[src/rtl/wdt_pkg.sv]
package wdt_pkg;

  // Strobes from the control side to the elapsed-count datapath
  typedef struct packed {
    logic clear;  // restart the elapsed count
    logic step;   // advance the elapsed count by one
  } cntStrobe_t;

  // Fixed bit positions inside the control register
  localparam int ENABLE_POS = 0;
  localparam int HWMODE_POS = 2;

endpackage

[src/rtl/wdt_control.sv]
module wdt_control
  import wdt_pkg::*;
#(
  parameter int ADDR_W = 8,
  parameter int DATA_W = 8,
  parameter int PS_W = 3,
  parameter logic [ADDR_W-1:0] KEY_ADDR = 8'hA6,
  parameter logic [ADDR_W-1:0] CTRL_ADDR = 8'hA7,
  parameter logic [DATA_W-1:0] KEY_FIRST = 8'h1E,
  parameter logic [DATA_W-1:0] KEY_SECOND = 8'hE1
) (
  input  logic              clk,
  input  logic              rst,
  input  logic              wrEn,
  input  logic [ADDR_W-1:0] wrAddr,
  input  logic [DATA_W-1:0] wrData,
  input  logic              tick,
  input  logic              expire,
  output cntStrobe_t        strobe,
  output logic [DATA_W-1:0] ctrlValue
);

  localparam int PRE_W = (2 ** PS_W) - 1;
  localparam int RATE_TOP = DATA_W - 1;

  logic [DATA_W-1:1] ctrlHi;
  logic              enable;
  logic [DATA_W-1:0] prevKey;
  logic [PRE_W-1:0]  preCnt;
  logic [PRE_W-1:0]  preMask;
  logic [PS_W-1:0]   rate;
  logic              keyHit;
  logic              ctrlHit;
  logic              keyValid;
  logic              preTerm;

  assign rate = ctrlHi[RATE_TOP -: PS_W];

  // Thermometer mask: 2^rate - 1
  for (genvar i = 0; i < PRE_W; i++) begin : g_mask
    assign preMask[i] = (rate > PS_W'(i));
  end

  assign keyHit   = wrEn && (wrAddr == KEY_ADDR);
  assign ctrlHit  = wrEn && (wrAddr == CTRL_ADDR);
  assign keyValid = keyHit && (wrData == KEY_SECOND) && (prevKey == KEY_FIRST)
                    && ctrlHi[HWMODE_POS];
  assign preTerm  = ((preCnt & preMask) == preMask);

  assign strobe.clear = keyValid;
  assign strobe.step  = enable && tick && preTerm && !keyValid;

  assign ctrlValue = {ctrlHi, enable};

  always_ff @(posedge clk) begin
    if (rst) begin
      ctrlHi  <= '0;
      enable  <= 1'b0;
      prevKey <= '0;
      preCnt  <= '0;
    end else begin
      if (keyHit) prevKey <= wrData;
      if (ctrlHit) ctrlHi <= wrData[DATA_W-1:1];
      if (keyValid) begin
        enable <= 1'b1;
        preCnt <= '0;
      end else if (expire) begin
        enable <= 1'b0;
        preCnt <= '0;
      end else if (enable && tick) begin
        preCnt <= preTerm ? '0 : preCnt + 1'b1;
      end
    end
  end


  key_enable_chk: assert property (@(posedge clk) disable iff (rst)
    keyValid |=> enable && (preCnt == '0));


  expire_disable_chk: assert property (@(posedge clk) disable iff (rst)
    expire |=> !enable);


  enable_source_chk: assert property (@(posedge clk) disable iff (rst)
    $rose(enable) |-> $past(keyValid));


  idle_prescale_chk: assert property (@(posedge clk) disable iff (rst)
    (!tick && !keyValid && !expire) |=> $stable(preCnt));

endmodule

[src/rtl/wdt_counter.sv]
module wdt_counter
  import wdt_pkg::*;
#(
  parameter int CNT_W = 14
) (
  input  logic       clk,
  input  logic       rst,
  input  cntStrobe_t strobe,
  output logic       expire,
  output logic       resetReq
);

  localparam logic [CNT_W-1:0] CNT_MAX = '1;

  logic [CNT_W-1:0] count;

  assign expire = strobe.step && (count == CNT_MAX);

  always_ff @(posedge clk) begin
    if (rst) begin
      count    <= '0;
      resetReq <= 1'b0;
    end else begin
      resetReq <= expire;
      if (strobe.clear) count <= '0;
      else if (strobe.step) count <= count + 1'b1;
    end
  end


  pulse_width_chk: assert property (@(posedge clk) disable iff (rst)
    resetReq |=> !resetReq);


  clear_wins_chk: assert property (@(posedge clk) disable iff (rst)
    strobe.clear |=> !resetReq && (count == '0));


  count_hold_chk: assert property (@(posedge clk) disable iff (rst)
    (!strobe.step && !strobe.clear) |=> $stable(count));


  request_source_chk: assert property (@(posedge clk) disable iff (rst)
    resetReq |-> $past(strobe.step));

endmodule

[src/rtl/seq_watchdog.sv]
module seq_watchdog
  import wdt_pkg::*;
#(
  parameter int ADDR_W = 8,
  parameter int DATA_W = 8,
  parameter int PS_W = 3,
  parameter int CNT_W = 14
) (
  input  logic              clk,
  input  logic              rst,
  input  logic              wrEn,
  input  logic [ADDR_W-1:0] wrAddr,
  input  logic [DATA_W-1:0] wrData,
  input  logic              tick,
  output logic              resetReq,
  output logic [DATA_W-1:0] ctrlValue
);

  cntStrobe_t strobe;
  logic       expire;

  wdt_control #(
    .ADDR_W(ADDR_W),
    .DATA_W(DATA_W),
    .PS_W(PS_W)
  ) u_control (
    .clk(clk),
    .rst(rst),
    .wrEn(wrEn),
    .wrAddr(wrAddr),
    .wrData(wrData),
    .tick(tick),
    .expire(expire),
    .strobe(strobe),
    .ctrlValue(ctrlValue)
  );

  wdt_counter #(
    .CNT_W(CNT_W)
  ) u_counter (
    .clk(clk),
    .rst(rst),
    .strobe(strobe),
    .expire(expire),
    .resetReq(resetReq)
  );

endmodule

[config.mk]
export PLATFORM = sky130hd
export DESIGN_NAME = seq_watchdog
export DESIGN_NICKNAME = d
export VERILOG_FILES = /design/src/rtl/wdt_pkg.sv /design/src/rtl/wdt_control.sv /design/src/rtl/wdt_counter.sv /design/src/rtl/seq_watchdog.sv
export SDC_FILE = /design/constraint.sdc
export NUM_CORES = 1
export LEC_CHECK = 0
export BUFFER_PORTS_ARGS = -buffer_cell sky130_fd_sc_hd__buf_2
export CORE_MARGIN = 2
export CORE_UTILIZATION = 59
export DETAILED_ROUTE_END_ITERATION = 7
export GPL_ROUTABILITY_DRIVEN = 0
export MAX_ROUTING_LAYER = met4
export PLACE_DENSITY_LB_ADDON = 0.05
export SYNTH_ARGS = -nofsm -noshare
export SYNTH_HDL_FRONTEND = slang
export SYNTH_SLANG_ARGS = --single-unit
[constraint.sdc]
create_clock -name clk -period 4.1 [get_ports clk]
set_clock_uncertainty 0.1 [all_clocks]
set_input_delay 0.205 -clock clk [delete_from_list [all_inputs] [get_ports clk]]
set_output_delay 0.205 -clock clk [all_outputs]
set_load 0.005 [all_outputs]
# --- After elaboration in Yosys (flattened, before gate mapping) ---
# Cells that the tools add are included.
totals:
  in_bits: 20
  reg_bits: 38
  output_inout_bits: 9
  wordCells: 38
op_classes:
  bitwise_logic: 1
  add_sub_neg: 2
  muxes: 3
  n_eq_ne: 6
  order_cmp: 7
  reduce_logical: 13
op_table:
  columns: ["op", "n"]
  rows:
  - ["$eq A8 B8 Y1 const B", 3]
  - ["$add A14 B1 Y14 const B", 1]
  - ["$eq A14 B14 Y1 const B", 1]
  - ["$gt A3 B3 Y1 const B", 3]
  - ["$logic_and A1 B1 Y1", 9]
  - ["$eq A8 B5 Y1 const B", 1]
  - ["$add A7 B1 Y7 const B", 1]
  - ["$and A7 B7 Y7", 1]
  - ["$eq A7 B7 Y1", 1]
  - ["$mux W7", 1]
  - ["$gt A3 B1 Y1 const B", 2]
  - ["$gt A3 B2 Y1 const B", 2]
  - ["$reduce_or A3 Y1", 1]
  - ["$mux W1", 2]
  - ["$reduce_bool A2 Y1", 1]
  - ["$reduce_or A2 Y1", 1]
  - ["$logic_not A1 Y1", 1]

# --- Logic depth before layout (Yosys ltp) ---
# Gate-level depths: netlist of run 1.
depth:
  word_depth: 10
  depth_mapped: 7

# --- Modules after synthesis ---
# From an unflattened synthesis of run 1, not the netlist that was laid out.
hier_totals:
  cells_unflattened: 186
  hier_area_um2: 1741.7
modules_own_cells:
  columns: ["module", "area_each_um2", "cells_each", "n_inst"]
  rows:
  - ["wdt_control", 1057.3, 113, 1]
  - ["wdt_counter", 684.4, 73, 1]

# --- Worst setup path after synthesis of run 1 ---
# Ideal clock, no wire load.
synth_timing:
  path_kind: "reg2reg"
  start: "reg u_control.preCnt[0]"
  end: "reg u_counter.count[10]"
  n_path_buf: 1
  synth_period_minus_slack_ps: 1801
  setup_ps: 70
  path_stages_with_launch: 6
  t_required_ps: 3930
  arrival_ps: 1631
  slack_ps: 2299
  cell_sequence: "dfxtp_1 -> nand4_1 -> o32a_1 -> buf_6 -> or4_1 -> a21oi_1"
synth_via:
  elab_chain_len: 4
synth_rtl:
  columns: ["element", "line_no", "source"]
  rows:
  - ["start: declaration", "wdt_control.sv:29", "logic [PRE_W-1:0] preCnt;"]
  - ["start signal: assignment", "wdt_control.sv:71", "preCnt <= preTerm ? '0 : preCnt + 1'b1;"]
  - ["$and A7 B7 Y7", "wdt_control.sv:48", "assign preTerm = ((preCnt & preMask) == preMask);"]
  - ["$eq A7 B7 Y1", "wdt_control.sv:48", null]
  - ["$logic_and A1 B1 Y1 (2 in series)", "wdt_control.sv:51", "assign strobe.step = enable && tick && preTerm && !keyValid;"]
  - ["end signal: assignment", "wdt_counter.sv:26", "else if (strobe.step) count <= count + 1'b1;"]
  - ["end: declaration", "wdt_counter.sv:15", "logic [CNT_W-1:0] count;"]
# Every way passes these cells.
# A chain may end at the register's enable or synchronous reset.

# --- Final worst setup path of run 1 ---
layout_timing:
  start: "reg u_control.ctrlHi[5] (netlist bit)"
  end: "reg u_control.preCnt[1]"
layout_via:
  elab_chain_len: 7
  word_cells_on_any_way: 14
  cone_classes: "7 x order compare; 1 x eq/ne; 1 x mux; 1 x bitwise; 4 x reduce/logical"
layout_rtl:
  columns: ["element", "line_no", "source"]
  rows:
  - ["start: declaration", "wdt_control.sv:26", "logic [DATA_W-1:1] ctrlHi;"]
  - ["start signal: assignment", "wdt_control.sv:63", "if (ctrlHit) ctrlHi <= wrData[DATA_W-1:1];"]
  - ["$gt A3 B1 Y1 (tied with other cells)", "wdt_control.sv:41", "assign preMask[i] = (rate > PS_W'(i));"]
  - ["$and A7 B7 Y7", "wdt_control.sv:48", null]
  - ["$eq A7 B7 Y1 *", "wdt_control.sv:48", null]
  - ["$logic_and A1 B1 Y1 (2 in series)", "wdt_control.sv:51", null]
  - ["$logic_and A1 B1 Y1", "wdt_counter.sv:17", "assign expire = strobe.step && (count == CNT_MAX);"]
  - ["$reduce_or A3 Y1 (no line)", null, null]
# Mark *: on every way between the ends. The rest lies on a longest branch, timed or not.

==> flow_summary.toml, run 1 <==
[run_status]
outcome = "complete, but fails checks"
violations = "DRC"

[worst_setup_path]
worst_setup_path_start_kind = "register"
worstSetupEndpointType = "register"
worstSetupPathType = "register to register"
required_ns = 4.28
path_max_fanout = 32
critical_path_arrival_ns = 2.40
ff2ff_path_depth = 5
rr_startpoint = "u_control.ctrlHi[5]"
rr_endpoint = "u_control.preCnt[1]"
r2r_slack_ns = 1.88

[logic_synthesis]
synthFlopType = "dfxtp_1"
synth_commonest_cells = "dfxtp_1, nor2_1, a21oi_1, mux2i_1, nand2_1"
yosysTopAreaCell = "dfxtp_1"
synthesis.area_um2 = 1760
ys.warnings.count = 0
synth_edf_count = 0
yosysUniqueCellTypes = 37
avgSynthCellArea_um2 = 8.88
synth_top_cell_area_share_pct = 43.3
yosys-top-cells-area = "dfxtp_1, mux2i_1, nor2_1"
syn_nets = 220
synth-seq-cells = 38
synth_cells = 198
yosys.cell_count.top_type = "dfxtp_1"
synthArstFlopShare_pct = 0
ys_seq_area_share_pct = 43.3

[power_and_ir_drop]
peakVddDrop_mv = 0.287
leakagePower_uw = 0.000761
power.density_nw_per_um2 = 326

[sta]
finalSetupViolations = 0
maxSlewViolCount = 0
rsz0062_at_grt = "no"
period_share_pct = 54.1
setup_slack_ns = 1.88
fmax_mhz = 450
final_hold_viol_count = 0
period_needed_ns = 2.22
slew-limit-headroom_pct = 35.1
tns_ns = 0
worst_pin_slew_ns = 0.972
whs_ns = 0.0210

[route]
drtIter0Drc = 102
route.detailed.drc = 3
drt-total-wl_um = 3700
viasPerCell = 6.22
ant_nets = 0
drt_first_pass_iters = 6
vias = 1592
detail_route.wl_per_cell_um = 14.5

[floorplanning]
initial_core_util_pct = 62.7
ios = 29
chipHeight_um = 58.6
die-area_um2 = 3430
dieWidth_um = 58.6
rows = 19
core-area_um2 = 2810

[clocking]
cts_setup_buffers = 0
cts.sinks = 38
cts_buffers = 5
path_clk_slew_ns = 0.11
htreeDepth = 2
clock-root-buffer = "clkbuf_4"
cts_resized = 0
clk_latency_ns = 0.34
cts_tree = "built"
hold_buffers = 0
clockBufferDepth = 2

[layout]
multi_input_area_um2 = 938
layout.nets = 246
area_growth_pct = 12.2
insertedDiodeCount = 0
drive_gt1_share_pct = 16.0
fillers = 248
ff_latch_area_um2 = 761
post-route-util_pct = 70.3

[worst_hold_path]
worstHoldEndpoint = "u_control.ctrlHi[5]"
hold_class = "input pin to register"
hp-start = "wrData[5]"
hold_depth = 3

[placed_design]
dp_hpwl_um = 2650
portBuffers = 28
pre_cts_slack_ns = 1.90

[global_route]
antenna_found_initial = 0
grt_max_degree = 33
grt_pass1_vias = 1485
grt_overflow_total = 0
grtUsageTotal_pct = 24.8
grt_first_pass_wirelength_um = 6300

[run]
maxCapViolations = 0
[cell usage in the layout (no fill, tap or decap), types with 5 or more instances in the layout]
| cell | count |
|---|---|
| dfxtp_1 | 38 |
| buf_2 | 28 |
| nor2_1 | 26 |
| a21oi_1 | 17 |
| mux2i_1 | 15 |
| nand2_1 | 14 |
| o31ai_1 | 12 |
| or4_1 | 11 |
| nand3_1 | 7 |
| nand4_1 | 6 |
| clkbuf_4 | 5 |
[logic make-up after synthesis]
| kind of cell | Yosys count | share of synthesized area [%] |
|---|---|---|
| fa+ha+maj | 2 | 1.42 |
| mux | 15 | 8.54 |
| xor+xnor | 5 | 2.49 |
| compound gates | 39 | 13.8 |
| buf+inv | 12 | 3.35 |
| flops | 38 | 43.3 |
| simple gates | 87 | 27.1 |
[layer usage]
layer  routed length (µm)  vias up  part of all wire [%]  global-route usage [%]
met5                    0        -                     0                       -
met4                   51        0                   1.4                    9.09
li1                     -      789                     -                       -
met2                 1810       41                    49                    41.6
met1                 1670      754                    45                    28.4
met3                  171        8                   4.6                    6.81
[where the power goes]
part	leakage [µW]	internal [µW]	switching [µW]
Clock	0.0000385	129	125
Sequential	0.000306	369	0.121
Combinational	0.000416	8.83	11.6
[state kept, by name, summed over array words and instances, names as in the netlist]
| signal | count |
|---|---|
| u_control.prevKey | 8 |
| u_counter.resetReq | 1 |
| u_counter.count | 14 |
| u_control.preCnt | 7 |
| u_control.ctrlHi | 7 |
| u_control.enable | 1 |
[area by class of cell]
cell class,instances,share of cell area [%]
Clock buffer,6,2.09
Multi-Input combinational cell,148,47.6
Tap cell,31,1.97
Sequential cell,38,38.6
Inverter,2,0.381
Clock inverter,2,1.90
Timing Repair Buffer,29,7.49
[stage by stage]
stage / instances / cell area [µm²] / total power, µW
2_1_floorplan: 198 / 1760 / 386
3_3_place_gp: 248 / 1890 / 397
3_5_place_dp: 248 / 1890 / 398
4_1_cts: 256 / 1970 / 651
5_1_grt: 256 / 1970 / 670
6_report: 256 / 1970 / 643
[worst max path at each step]
stage	endpoint	cells after the start	from	slack [ns]
CTS	u_control.preCnt[4]	5	u_control.ctrlHi[5]	1.87
finish	u_control.preCnt[1]	5	u_control.ctrlHi[5]	1.88
global route	u_control.preCnt[1]	5	u_control.ctrlHi[5]	1.61
detailed placement	u_control.preCnt[4]	6	wrData[2]	1.90
global placement	u_counter.count[3]	4	u_control.preCnt[0]	2.01
floorplan	u_counter.count[10]	5	u_control.preCnt[0]	2.30
[worst max-delay path: stages, from the launching register on]
cell and delay, ns:
dfxtp_1 0.42, nand2b_1 0.07, a21boi_1 0.16, o32a_1 0.82
o21bai_1 0.38, a21oi_1 0.19
Power figures use the tool's default switching activity.
==> run 2: changes to the inputs <==
--- a/config.mk
+++ b/config.mk
@@ -7,7 +7,7 @@
 export LEC_CHECK = 0
 export BUFFER_PORTS_ARGS = -buffer_cell sky130_fd_sc_hd__buf_2
 export CORE_MARGIN = 2
-export CORE_UTILIZATION = 59
+export CORE_UTILIZATION = 50
 export DETAILED_ROUTE_END_ITERATION = 7
 export GPL_ROUTABILITY_DRIVEN = 0
 export MAX_ROUTING_LAYER = met4
==> constraint.sdc (replaced) <==
create_clock -name clk -period 2 [get_ports clk]
set_clock_uncertainty 0.1 [all_clocks]
set_input_delay 0.1 -clock clk [delete_from_list [all_inputs] [get_ports clk]]
set_output_delay 0.1 -clock clk [all_outputs]
set_load 0.005 [all_outputs]
==> flow_summary.toml, run 2 (synthesis results as in run 1) <==
[worst_setup_path]
worstPathCellList = "nand4_1, o32a_1, buf_12, or4_1, a21oi_1"
rr_endpoint = "u_counter.count[11]"
worstSetupPathType = "register to register"
rr_startpoint = "u_control.preCnt[3]"
required_ns = 2.18
ff2ff_path_depth = 5
r2r_slack_ns = 0.08
critical_path_arrival_ns = 2.10
worstSetupEndpointType = "register"
worst_setup_path_start_kind = "register"
cp_slowest_cell = "or4_1"
path_max_fanout = 32
cpPeakStageDelay_ns = 0.51

[power_and_ir_drop]
power.density_nw_per_um2 = 560
leakagePower_uw = 0.000859
power_uw = 1220
peakVddDrop_mv = 0.413

[worst_hold_path]
hold_class = "input pin to register"
worstHoldEndpoint = "u_control.enable"
hold_depth = 5
hp-start = "wrAddr[0]"

[route]
wl_met1_um = 1720
viasPerCell = 5.59
vias = 1633
wl_met3_um = 166
top_layer = "met4"
met2_length_um = 1940
drt_first_pass_iters = 4
route.detailed.drc = 0
drtIter0Drc = 125
detail_route.wl_per_cell_um = 13.2
ant_nets = 0
drt-total-wl_um = 3870

[clocking]
cts.sinks = 38
cts_setup_buffers = 0
path_clk_slew_ns = 0.12
htreeDepth = 2
cts_buffers = 5
clockBufferDepth = 2
cts_tree = "built"
clock-root-buffer = "clkbuf_4"
clk_latency_ns = 0.34

[layout]
drive_gt1_share_pct = 19.1
largest_reg_flops = 14
top_register = "u_counter.count"
layout.nets = 267
final_common_cell = "dfxtp_1"
insertedDiodeCount = 0
post-route-util_pct = 64.6
area_growth_pct = 23.6
biggestRegsByFlops = "u_counter.count x14, u_control.prevKey x8"
final_cell_mix = "dfxtp_1, buf_2, nor2_1, a21oi_1, mux2i_1"

[sta]
worst_pin_slew_ns = 0.400
period_needed_ns = 1.92
fmax_mhz = 520
setup_slack_ns = 0.0764
period_share_pct = 96.2
slew-limit-headroom_pct = 73.3
finalSetupViolations = 0
final_hold_viol_count = 0
maxSlewViolCount = 0
rsz0062_at_grt = "no"
tns_ns = 0

[global_route]
grtUsageTotal_pct = 21.8
grt_max_degree = 33
antenna_found_initial = 0
grt_pass1_vias = 1580
grt_first_pass_wirelength_um = 6860
grt_overflow_total = 0

[floorplanning]
die-area_um2 = 4010
dieWidth_um = 63.3
ios = 29
rows = 21
chipHeight_um = 63.3
initial_core_util_pct = 52.3
core-area_um2 = 3360

[placed_design]
dp_hpwl_um = 2750
portBuffers = 28
pre_cts_slack_ns = 0.116

[run]
maxCapViolations = 0

[run_status]
outcome = "finished, final reports clean"
run 2: worst max path at each step:
stage | start | endpoint | slack (ns)
final | u_control.preCnt[3] | u_counter.count[11] | 0.08
after global routing | u_control.preCnt[3] | u_counter.count[7] | 0.005
after CTS | u_control.preCnt[3] | u_counter.count[5] | 0.08
after detailed placement | u_control.preCnt[3] | u_counter.count[6] | 0.12
after global placement | u_control.ctrlHi[6] | u_counter.count[9] | 0.16
after floorplan | u_control.preCnt[0] | u_counter.count[10] | 0.20
run 2: layout make-up:
type                    instances  area [µm²]
inverters                       2        7.51
clock inverters                 3        21.3
clock buffers                   5        37.5
flip-flops and latches         38         762
multi-input cells             148         938
repair buffers                 50         348
well taps                      46        57.6
fillers                       304        1190
run 2: timing repair:
action | CTS | global route
endpoints found under the setup margin | 0 | 4
hold buffers | 12 | 0
endpoints found under the hold margin | 17 | 0
gates resized for setup | 0 | 1
run 2: power breakdown:
group	leakage (µW)	switching [µW]	internal, µW
combinational	0.000521	26.6	33.7
clock	0.0000312	263	137
sequential	0.000306	0.244	757
total	0.000859	290	927
run 2: through the flow:
stage / hold WS [ns] / cells / cell area [µm²]
floorplan: 0.144 / 198 / 1760
global placement: 0.259 / 272 / 1990
detailed placement: 0.272 / 272 / 1990
CTS: 0.181 / 292 / 2170
global route: 0.214 / 292 / 2170
finish: 0.192 / 292 / 2170
run 2: metal layers:
metal | track usage (%) | up-vias
met2 | 38.2 | 36
met4 | 6.52 | 0
met3 | 3.93 | 5
met1 | 25.5 | 764
met5 | - | -
li1 | - | 828
run 2: worst max-delay path: cells and delay by family (launching register included):
family / cells / cell delay, ns
AND/OR/NAND/NOR: 2 / 0.63
AO/OA/AOI/OAI: 2 / 0.55
flip-flops: 1 / 0.40
buffers and inverters: 1 / 0.17
==> run 3: changes to the inputs <==
--- a/config.mk
+++ b/config.mk
@@ -7,11 +7,11 @@
 export LEC_CHECK = 0
 export BUFFER_PORTS_ARGS = -buffer_cell sky130_fd_sc_hd__buf_2
 export CORE_MARGIN = 2
-export CORE_UTILIZATION = 50
+export CORE_UTILIZATION = 49
 export DETAILED_ROUTE_END_ITERATION = 7
-export GPL_ROUTABILITY_DRIVEN = 0
 export MAX_ROUTING_LAYER = met4
 export PLACE_DENSITY_LB_ADDON = 0.05
 export SYNTH_ARGS = -nofsm -noshare
 export SYNTH_HDL_FRONTEND = slang
+export SYNTH_HIERARCHICAL = 1
 export SYNTH_SLANG_ARGS = --single-unit
==> flow_summary.toml, run 3 <==
[layout]
fin_area_um2 = 2330
drive_gt1_share_pct = 37.3
biggestRegsByFlops = "u_counter/count x14, u_control/prevKey x8"
insertedDiodeCount = 0
final_cell_mix = "nor2_1, dfxtp_1, buf_2, buf_4, mux2i_1"
layout.nets = 265
stdcell_count = 290
largest_reg_flops = 14
area_growth_pct = 33.9
top_register = "u_counter/count"

[worst_setup_path]
cpPeakStageDelay_ns = 0.35
worst_setup_path_start_kind = "register"
critical_path_arrival_ns = 2.50
cp_slowest_cell = "dfxtp_1"
rr_endpoint = "u_counter/count[13]"
path_max_fanout = 7
ff2ff_path_depth = 10
required_ns = 2.16
worstSetupEndpointType = "register"
rr_startpoint = "u_control/ctrlHi[5]"
r2r_slack_ns = -0.34
worstPathCellList = "nor2b_1, o21ai_0, nand2_1, nor3_4, nor2b_4, buf_6, and4_4, nand4_4, or3_1, a21oi_1"
worstSetupPathType = "register to register"

[global_route]
antenna_found_initial = 0
grt_first_pass_wirelength_um = 7070
grt_pass1_vias = 1571
grt_max_degree = 20
grtUsageTotal_pct = 23.5
grt_overflow_total = 0

[sta]
period_needed_ns = 2.34
period_share_pct = 117
fmax_mhz = 428
rsz0062_at_grt = "yes"
worst_pin_slew_ns = 0.379
setup_slack_ns = -0.336
slew-limit-headroom_pct = 74.7
maxSlewViolCount = 0
final_hold_viol_count = 0
finalSetupViolations = 20

[run_status]
outcome = "complete, but fails checks"
violations = "setup timing"

[logic_synthesis]
synth_top_cell_area_share_pct = 43.7
yosys-top-cells-area = "dfxtp_1, mux2i_1, nor2_1"
ys_seq_area_share_pct = 43.7
syn_nets = 208
ys.warnings.count = 6
synthFlopType = "dfxtp_1"
yosys.cell_count.top_type = "dfxtp_1"
synth_cells = 186
synth-seq-cells = 38
synthArstFlopShare_pct = 0
avgSynthCellArea_um2 = 9.36
yosysTopAreaCell = "dfxtp_1"
synthesis.area_um2 = 1740
yosysUniqueCellTypes = 39
synth_edf_count = 0
synth_commonest_cells = "dfxtp_1, nor2_1, mux2i_1, nand2_1"

[clocking]
cts_tree = "built"
clockBufferDepth = 2
htreeDepth = 2
clock-root-buffer = "clkbuf_4"
cts_buffers = 5
clk_latency_ns = 0.34
path_clk_slew_ns = 0.11
cts.sinks = 38

[run]
maxCapViolations = 0

[power_and_ir_drop]
peakVddDrop_mv = 0.409
leakagePower_uw = 0.000959
power_uw = 1330
power.density_nw_per_um2 = 569

[route]
drt-total-wl_um = 4140
drtIter0Drc = 91
route.detailed.drc = 0
drt_first_pass_iters = 4
viasPerCell = 5.27
met2_length_um = 2070
wl_met3_um = 197
ant_nets = 0
wl_met1_um = 1810
top_layer = "met4"
detail_route.wl_per_cell_um = 14.3
vias = 1528

[floorplanning]
die-area_um2 = 4050
dieWidth_um = 63.6
ios = 29
initial_core_util_pct = 51.8
chipHeight_um = 63.6
core-area_um2 = 3360
rows = 21

[worst_hold_path]
hp-start = "wrData[1]"
worstHoldEndpoint = "u_control/ctrlHi[1]"
hold_depth = 4
hold_class = "input pin to register"

[placed_design]
routabilityCongestion = 0.815
dpl_cell_area_um2 = 2110
dp_hpwl_um = 3060
dp.cells = 275
portBuffers = 28
==> run 3: cell count changes in the layout (fill, tap and decap cells not counted), moves of 6 or more <==
| cell | change |
|---|---|
| a21oi_1 | -14 |
| nor2_1 | +6 |
| or4_1 | -11 |
| buf_4 | +13 |
| o31ai_1 | -12 |
==> run 3: worst max-delay path: cells and delay by family, from the launching register on <==
| kind | cells | cell delay, ns |
|---|---|---|
| buffers and inverters | 1 | 0.13 |
| AO/OA/AOI/OAI | 2 | 0.31 |
| flip-flops | 1 | 0.35 |
| AND/OR/NAND/NOR | 7 | 1.36 |
==> run 3: worst max path at each step <==
stage                               from                  end  slack, ns
floorplan           u_control/prevKey[7]  u_control/preCnt[0]      -0.39
global placement     u_control/preCnt[4]  u_counter/count[13]      -0.24
detailed placement  u_control/prevKey[7]  u_control/preCnt[3]      -0.32
CTS                 u_control/prevKey[7]  u_control/preCnt[3]      -0.32
global route        u_control/prevKey[7]  u_control/preCnt[3]      -0.45
finish               u_control/ctrlHi[5]  u_counter/count[13]      -0.34
==> run 3: final cells by class <==
type,count,area (µm²)
clock buffer,7,45.0
clock inverter,1,30.0
fill,306,1030
inverter,2,7.51
multi-input combinational,137,1030
sequential,38,768
tap,46,57.6
timing repair buffer,59,398
==> run 3: metal layers <==
metal | up-vias | global-route usage [%]
li1 | 763 | -
met2 | 38 | 40.3
met1 | 720 | 25.7
met3 | 7 | 6.96
met4 | 0 | 8.70
met5 | - | -
==> run 3: power by group <==
| part | internal [µW] | total, µW | leakage, µW | switching, µW |
|---|---|---|---|---|
| registers | 756 | 757 | 0.000309 | 0.200 |
| clock network | 265 | 505 | 0.0000395 | 240 |
| logic | 34.0 | 64.9 | 0.000610 | 30.9 |
| total | 1060 | 1330 | 0.000959 | 271 |
==> run 3: through the flow <==
step                util (%)  TNS, ns  hold slack (ns)  setup slack [ns]
floorplan                  -    -4.22           0.0716            -0.385
global placement        62.8    -2.80            0.254            -0.243
detailed placement      62.8    -4.11            0.274            -0.321
CTS                     68.2    -4.47         0.000794            -0.321
global route            69.3    -6.87           0.0247            -0.449
finish                  69.3    -4.02           0.0112            -0.336
==> run 3: kinds of logic (layout without fill, tap and decap cells) <==
logic type	Yosys count	in the layout	synth area share, %
AO/OA/AOI/OAI	14	14	4.74
XOR/XNOR	16	16	8.05
adder cells (fa/ha/maj)	2	2	1.44
buffers and inverters	11	69	3.88
flip-flops	38	38	43.7
multiplexers	16	16	9.20
AND/OR/NAND/NOR	89	89	29.0
==> run 3: what timing repair did <==
| item | in CTS | in global routing |
|---|---|---|
| hold endpoints to repair | 12 | 0 |
| resized for setup | 7 | 14 |
| hold buffers | 7 | 0 |
| setup buffers | 3 | 2 |
| pin swaps | 4 | 5 |
| setup endpoints to repair | 20 | 23 |
| cloned | 0 | 0 |
